$ cat config.mk
export PLATFORM = sky130hd
export DESIGN_NAME = wdt_mode_aware
export DESIGN_NICKNAME = d
export VERILOG_FILES = /design/src/rtl/wdt_pkg.sv /design/src/rtl/wdt_base_cnt.sv /design/src/rtl/wdt_postscaler.sv /design/src/rtl/wdt_event.sv /design/src/rtl/wdt_mode_aware.sv
export SDC_FILE = /design/constraint.sdc
export NUM_CORES = 1
export LEC_CHECK = 0
export BUFFER_PORTS_ARGS = -buffer_cell sky130_fd_sc_hd__buf_2
export CAP_MARGIN = 10
export CORE_MARGIN = 1
export CORE_UTILIZATION = 40
export CTS_BUF_LIST = sky130_fd_sc_hd__clkbuf_16
export DETAILED_ROUTE_END_ITERATION = 10
export GPL_TIMING_DRIVEN = 0
export PLACE_DENSITY = 0.55
export REMOVE_ABC_BUFFERS = 1
export SLEW_MARGIN = 20
export SYNTH_ARGS = -nofsm -noshare
export SYNTH_HDL_FRONTEND = slang
export SYNTH_SLANG_ARGS = --single-unit
$ cat constraint.sdc
create_clock -name clk -period 3.6 [get_ports clk]
set_clock_uncertainty 0.05 [all_clocks]
set_input_delay 0.54 -clock clk [delete_from_list [all_inputs] [get_ports clk]]
set_output_delay 0.54 -clock clk [all_outputs]
set_load 0.05 [all_outputs]
$ cat src/rtl/wdt_pkg.sv
package wdt_pkg;
  localparam int SEL_W  = 4;
  localparam int POST_W = (1 << SEL_W) - 1;

  // terminal postscaler value for a ratio of 2^sel
  function automatic logic [POST_W-1:0] post_limit(input logic [SEL_W-1:0] sel);
    logic [POST_W:0] one_hot;
    one_hot = (POST_W+1)'(1) << sel;
    return POST_W'(one_hot - 1'b1);
  endfunction

  // base counter terminal value
  function automatic logic [31:0] base_max(input int width);
    return (32'd1 << width) - 32'd1;
  endfunction
endpackage

$ cat src/rtl/wdt_base_cnt.sv
module wdt_base_cnt #(
  parameter int BASE_W = 4
) (
  input  logic              clk,
  input  logic              rst_n,
  input  logic              en,
  input  logic              clr,
  output logic [BASE_W-1:0] cnt_q,
  output logic              tick
);
  import wdt_pkg::*;
  localparam logic [BASE_W-1:0] TOP = BASE_W'(base_max(BASE_W));

  assign tick = en && !clr && (cnt_q == TOP);

  always_ff @(posedge clk) begin
    if (!rst_n || !en || clr) cnt_q <= '0;
    else                      cnt_q <= cnt_q + 1'b1;
  end
endmodule

$ cat src/rtl/wdt_postscaler.sv
module wdt_postscaler #(
  parameter int SEL_W  = 4,
  parameter int POST_W = 15
) (
  input  logic              clk,
  input  logic              rst_n,
  input  logic              en,
  input  logic              clr,
  input  logic              tick,
  input  logic [SEL_W-1:0]  sel,
  output logic [POST_W-1:0] post_q,
  output logic              expire
);
  import wdt_pkg::*;
  logic [POST_W-1:0] limit;

  assign limit  = post_limit(sel);
  assign expire = tick && (post_q == limit);

  always_ff @(posedge clk) begin
    if (!rst_n || !en || clr) post_q <= '0;
    else if (expire)          post_q <= '0;
    else if (tick)            post_q <= post_q + 1'b1;
  end
endmodule

$ cat src/rtl/wdt_event.sv
module wdt_event (
  input  logic clk,
  input  logic rst_n,
  input  logic expire,
  input  logic core_run,
  input  logic ack,
  output logic wake_o,
  output logic rst_req_o,
  output logic flag_o
);
  always_ff @(posedge clk) begin
    if (!rst_n) begin
      wake_o    <= 1'b0;
      rst_req_o <= 1'b0;
      flag_o    <= 1'b0;
    end else begin
      wake_o    <= expire && !core_run;
      rst_req_o <= expire && core_run;
      if (expire)   flag_o <= 1'b1;
      else if (ack) flag_o <= 1'b0;
    end
  end
endmodule

$ cat src/rtl/wdt_mode_aware.sv
module wdt_mode_aware #(
  parameter int BASE_W = 4
) (
  input  logic       clk,
  input  logic       rst_n,
  input  logic       wdt_en,
  input  logic [3:0] ps_sel,
  input  logic       clrwdt_i,
  input  logic       sleep_i,
  input  logic       core_run,
  input  logic       flag_ack,
  output logic       wake_o,
  output logic       rst_req_o,
  output logic       to_flag_o
);
  import wdt_pkg::*;

  logic              clr_w;
  logic              tick_w;
  logic              expiry_w;
  logic [BASE_W-1:0] base_q;
  logic [POST_W-1:0] post_q;

  assign clr_w = clrwdt_i || sleep_i;

  wdt_base_cnt #(.BASE_W(BASE_W)) u_base (
    .clk(clk), .rst_n(rst_n), .en(wdt_en), .clr(clr_w),
    .cnt_q(base_q), .tick(tick_w)
  );

  wdt_postscaler #(.SEL_W(SEL_W), .POST_W(POST_W)) u_post (
    .clk(clk), .rst_n(rst_n), .en(wdt_en), .clr(clr_w),
    .tick(tick_w), .sel(ps_sel), .post_q(post_q), .expire(expiry_w)
  );

  wdt_event u_evt (
    .clk(clk), .rst_n(rst_n), .expire(expiry_w), .core_run(core_run),
    .ack(flag_ack), .wake_o(wake_o), .rst_req_o(rst_req_o), .flag_o(to_flag_o)
  );
endmodule

==> impl_metrics.csv, run 1 <==
group,metric,value,unit
clocking,cts_resized,0,
finish,fin_cells,232,
floorplan,core_area,3661,µm²
sta,worstMarginPinSlew,0.7778,ns
yosys,synth.avg_cell_area,8.611,µm²
yosys,synth_edf_count,0,
hold_path,worst_hold_path_type,"input port to flip-flop",
floorplan,start_util,41.87,%
outcome,run_status,"complete, no violations",
placed_design,dp.cells,228,
power,p_per_area,365.0,nW/µm²
critical_path,startpoint_type,"input port",
clocking,htree_levels,1,
yosys,synth_area,1533,µm²
critical_path,worstSetupPathType,"input port to flip-flop",
yosys,synth_area_leader_cell,"dfxtp_1",
critical_path,cp_max_fo,19,
sta,post-route-min-period,3.324,ns
placed_design,pre_cts_ws,0.002053,ns
run,drv_cap,0,
critical_path,cp_slowest_cell,"and4_1",
route,drt-pass1-iter-count,4,
global_route,antenna_found_initial,0,
global_route,grt_max_degree,20,
clocking,post_cts.repair.setup_buffers,0,
sta,final-setup-viol-count,0,
clocking,root_buffer,"clkbuf_16",
critical_path,crit_required,3.66,ns
finish,final_nets,199,
global_route,globalRouteOverflowTotal,0,
route,drt-initial-drc-count,82,
sta,hold_viol,0,
finish,stdcell_area,1670,µm²
sta,fin_tns_setup,0,ns
power,vdd_ir_drop_max,0.2940,mV
clocking,cts_hold_buf,0,
route,avgRoutedWirePerCell,14.34,µm
clocking,cts_made_buffers,3,
placed_design,placed_cell_area,1565,µm²
yosys,yosysSeqAreaShare,28.73,%
clocking,cts_tree,"yes",
sta,report.final.slew_viol_count,0,
placed_design,gp_congestion,0.8140,
yosys,synthDominantCellAreaShare,28.73,%
route,wl,3328,µm
floorplan,die_w,63.90,µm
route,vias,1266,
yosys,async_reset_ff_share,0,%
floorplan,die-area,4083,µm²
finish,syn_to_final_growth,8.979,%
placed_design,port-buffer-count,13,
yosys,synth_cell_types,51,
critical_path,cpPeakStageDelay,0.73,ns
clocking,clock_path_buffers,2,
route,ant_nets,0,
clocking,insertion_delay,0.26,ns
yosys,ys_ff_latch,22,
finish,mostFrequentLayoutCells,"dfxtp_1 (22), nor2_1 (16), xnor2_1 (13), buf_2 (13), nand2_1 (11)",
clocking,clkSlewWorstSetupHoldPaths,0.06,ns
yosys,syn_inst,178,
sta,finalCritPeriodShare,92.35,%
placed_design,dpl.hpwl,2459,µm
global_route,grt_pass1_wl,5547,µm
power,p_leak,0.0005381,µW
floorplan,pin_count,14,
sta,relSlewSlack,48.02,%
floorplan,die_h,63.90,µm
finish,antenna_cells,0,
floorplan,placementRows,22,
yosys,synthFlopType,"dfxtp_1",
route,viasPerCell,5.457,
critical_path,critPathArrivalTime,3.39,ns
global_route,grt_pass1_vias,1151,
yosys,synth_area_leaders,"dfxtp_1 (29%), xnor2_1 (7.4%), nor3_2 (6.5%), xor2_1 (4.6%), nor2_1 (3.9%)",
critical_path,crit_chain,"buf_2 -> nor3_4 -> nand2b_1 -> ha_1 -> nor2b_1 -> a221oi_1 -> nand3_1 -> nor4_1 -> and4_1 -> nor3_1",
finish,multi_input_comb_area,973.4,µm²
finish,fill_cells,374,
finish,final_common_cell,"dfxtp_1",
clocking,clock_sinks,22,
finish,ff_latch_area,440.4,µm²
sta,rsz0062_at_grt,"no",
critical_path,critPathCaptureType,"flip-flop",
route,drc,0,
yosys,ys_warn_count,0,
global_route,track_usage,18.07,%
sta,max_freq,300.8,MHz
sta,setup_slack,0.2756,ns
finish,drive_gt1_share,17.93,%
cell families after synthesis:
kind of cell               synth area share [%]
buffers and inverters                     7.755
DFF                                       28.73
and+or+nand+nor                           33.96
adders and majority gates                 3.102
muxes                                     1.388
AOI/OAI and AO/OA                         13.06
xor gates and xnor gates                  12.00
report_power, final:
group | leakage [µW] | internal (µW) | switching [µW]
Sequential | 0.000177 | 244 | 0.267
Combinational | 0.000310 | 19.5 | 29.6
Clock | 0.0000511 | 221 | 95.5
critical path, delay by kind of cell:
kind,cells,cell delay (ns)
simple gates,7,1.90
compound gates,1,0.36
fa+ha+maj,1,0.35
buf+inv,1,0.23
sequential cells by signal (all words and copies together), names as in the netlist:
register and flops:
u_evt.flag_o 1, u_post.post_q 15, u_evt.rst_req_o 1, u_base.cnt_q 4, u_evt.wake_o 1
metal layers:
| layer | global-route usage, % | wire (µm) | up-vias |
|---|---|---|---|
| met5 | 0 | 0 | - |
| li1 | - | - | 646 |
| met1 | 23.45 | 1599 | 596 |
| met2 | 27.93 | 1546 | 19 |
| met4 | 9.375 | 66 | 0 |
| met3 | 3.750 | 116 | 5 |
final cells by class:
cell class	count	share of cell area [%]
flip-flops and latches	22	26.37
clock buffers	3	4.494
multi-input cells	138	58.28
well taps	48	3.596
repair buffers	13	3.895
inverters	7	1.573
clock inverters	1	1.798
stage by stage:
stage               utilization, %  total power, µW  hold slack [ns]
finish                       45.63            609.6           0.3982
global route                 45.63            629.8           0.3996
CTS                          45.63            614.9           0.3966
detailed placement           42.75            298.2           0.3875
global placement             42.75            297.3           0.3831
floorplan                        -            277.8           0.3675
synthesized netlist by cell type (2+ instances only):
library cell	instances
nand4_1	7
o21ai_0	4
a31oi_1	2
ha_1	3
buf_4	2
nand3_1	5
nor4_1	2
nor3b_1	2
buf_2	4
nand3b_1	2
or3_1	3
and3_1	3
nor3_1	10
inv_1	7
dfxtp_1	22
and4_1	2
and2_1	3
nand2_1	11
nor2_1	16
nor3_2	10
xnor2_1	13
a221oi_1	2
o21a_1	4
xor2_1	8
buf_6	3
nand2b_1	3
final timing paths:
kind / from / to / slack, ns / depth (start not counted)
min: core_run / u_evt.wake_o / 0.40 / 2
max: ps_sel[3] / u_post.post_q[5] / 0.28 / 10
min reg2reg: u_base.cnt_q[0] / u_base.cnt_q[0] / 0.40 / 1
max reg2reg: u_base.cnt_q[0] / u_post.post_q[5] / 1.09 / 7
Power figures use the tool's default switching activity.
==> run 2, diff against run 1 <==
Settings changed: CORE_UTILIZATION 40 to 50, PLACE_DENSITY 0.55 to 0.67.
==> impl_metrics.csv, run 2 (synthesis results as in run 1) <==
group,metric,value,unit
outcome,run_status,"complete, but fails checks",
outcome,violations,"DRC",
floorplan,pin_count,14,
finish,mostFrequentLayoutCells,"dfxtp_1 (22), nor2_1 (16), xnor2_1 (13), buf_2 (13), nand2_1 (11)",
clocking,clock_sinks,22,
clocking,insertion_delay,0.25,ns
sta,final-setup-viol-count,0,
critical_path,reg2reg_slack,1.16,ns
global_route,track_usage,21.24,%
floorplan,die-area,3291,µm²
clocking,clkSlewWorstSetupHoldPaths,0.06,ns
route,wl,3306,µm
finish,syn_to_final_growth,5.878,%
global_route,globalRouteOverflowTotal,0,
hold_path,worst_hold_path_type,"input port to flip-flop",
global_route,antenna_found_initial,0,
sta,relSlewSlack,47.88,%
route,avgRoutedWirePerCell,15.38,µm
sta,worstMarginPinSlew,0.7800,ns
finish,top_register,"u_post.post_q",
finish,fill_cells,256,
sta,finalCritPeriodShare,91.14,%
finish,largest_reg_flops,15,
clocking,cts_made_buffers,3,
floorplan,die_h,57.37,µm
run,drv_cap,0,
finish,largest_registers,"u_post.post_q x15, u_base.cnt_q x4",
finish,multi_input_comb_area,973.4,µm²
clocking,htree_levels,1,
route,vias,1300,
clocking,cts_resized,0,
sta,max_freq,304.8,MHz
route,drt-pass1-iter-count,7,
finish,fin_cells,215,
clocking,cts_tree,"yes",
route,drt-initial-drc-count,90,
floorplan,start_util,54.18,%
route,drc,1,
power,p_per_area,327.7,nW/µm²
finish,ff_latch_area,440.4,µm²
finish,drive_gt1_share,17.39,%
clocking,root_buffer,"clkbuf_16",
critical_path,r2r_cells,7,
hold_path,hold_depth,2,
clocking,post_cts.repair.setup_buffers,0,
floorplan,placementRows,19,
critical_path,critPathCaptureType,"flip-flop",
placed_design,gp_congestion,0.8397,
finish,final_nets,199,
critical_path,cp_max_fo,19,
critical_path,crit_required,3.66,ns
route,ant_nets,0,
critical_path,rr_endpoint,"u_post.post_q[5]",
critical_path,worstSetupPathType,"input port to flip-flop",
critical_path,critPathArrivalTime,3.34,ns
placed_design,dpl.hpwl,2429,µm
global_route,grt_max_degree,20,
finish,post-route-util,57.36,%
clocking,cts_hold_buf,0,
finish,antenna_cells,0,
sta,report.final.slew_viol_count,0,
global_route,grt_pass1_vias,1168,
floorplan,die_w,57.37,µm
route,viasPerCell,6.047,
sta,rsz0062_at_grt,"no",
hold_path,hold_end,"u_evt.wake_o",
sta,hold_viol,0,
clocking,clock_path_buffers,2,
floorplan,core_area,2829,µm²
global_route,grt_pass1_wl,5499,µm
power,vdd_ir_drop_max,0.1937,mV
finish,final_common_cell,"dfxtp_1",
placed_design,port-buffer-count,13,
power,p_leak,0.0005255,µW
sta,fin_tns_setup,0,ns
placed_design,dp.cells,211,
sta,post-route-min-period,3.281,ns
critical_path,startpoint_type,"input port",
critical_path,r2r_start,"u_base.cnt_q[0]",
hold_path,hp-start,"core_run",
run 2: worst max path at each step:
stage	endpoint	slack [ns]	from	depth (start not counted)
finish	u_post.post_q[5]	0.32	ps_sel[3]	10
global route	u_post.post_q[8]	0.12	ps_sel[3]	10
CTS	u_post.post_q[5]	0.30	ps_sel[3]	10
detailed placement	u_post.post_q[5]	0.04	ps_sel[3]	10
global placement	u_post.post_q[8]	0.12	ps_sel[3]	10
floorplan	u_post.post_q[4]	0.74	ps_sel[3]	9
run 2: metal layers:
| metal | wire, µm | part of all wire (%) | track usage [%] |
|---|---|---|---|
| met5 | 0 | 0 | 0 |
| met4 | 23 | 0.70 | 6.272 |
| met1 | 1565 | 47 | 28.91 |
| met2 | 1595 | 48 | 34.55 |
| met3 | 120 | 3.6 | 3.401 |
run 2: cell type report:
type | count | share of cell area, %
inverters | 7 | 1.619
repair buffers | 13 | 4.009
clock buffers | 3 | 4.626
flip-flops and latches | 22 | 27.14
clock inverters | 1 | 0.2313
well taps | 31 | 2.390
multi-input cells | 138 | 59.98
run 2: metrics by stage:
step | setup slack [ns] | instance area (µm²) | hold WS, ns | power, µW
floorplan | 0.7374 | 1440 | 0.3675 | 277.8
global placement | 0.1211 | 1544 | 0.3837 | 296.5
detailed placement | 0.03976 | 1544 | 0.3872 | 298.4
CTS | 0.2955 | 1623 | 0.4009 | 531.6
global route | 0.1222 | 1623 | 0.3987 | 552.1
finish | 0.3191 | 1623 | 0.3988 | 531.8
run 2: where the power goes:
part / switching [µW] / internal (µW) / total (µW)
Clock: 90.1 / 148 / 238
Sequential: 0.259 / 244 / 244
Combinational: 29.9 / 19.6 / 49.4
run 2: worst max-delay path, stage by stage:
cell and delay [ns]:
buf_2 0.22, nor3_4 0.30, nand2b_1 0.10, ha_1 0.35, nor2b_1 0.22, a221oi_1 0.37, nand3_1 0.11, nor4_1 0.27
and4_1 0.72, nor3_1 0.11
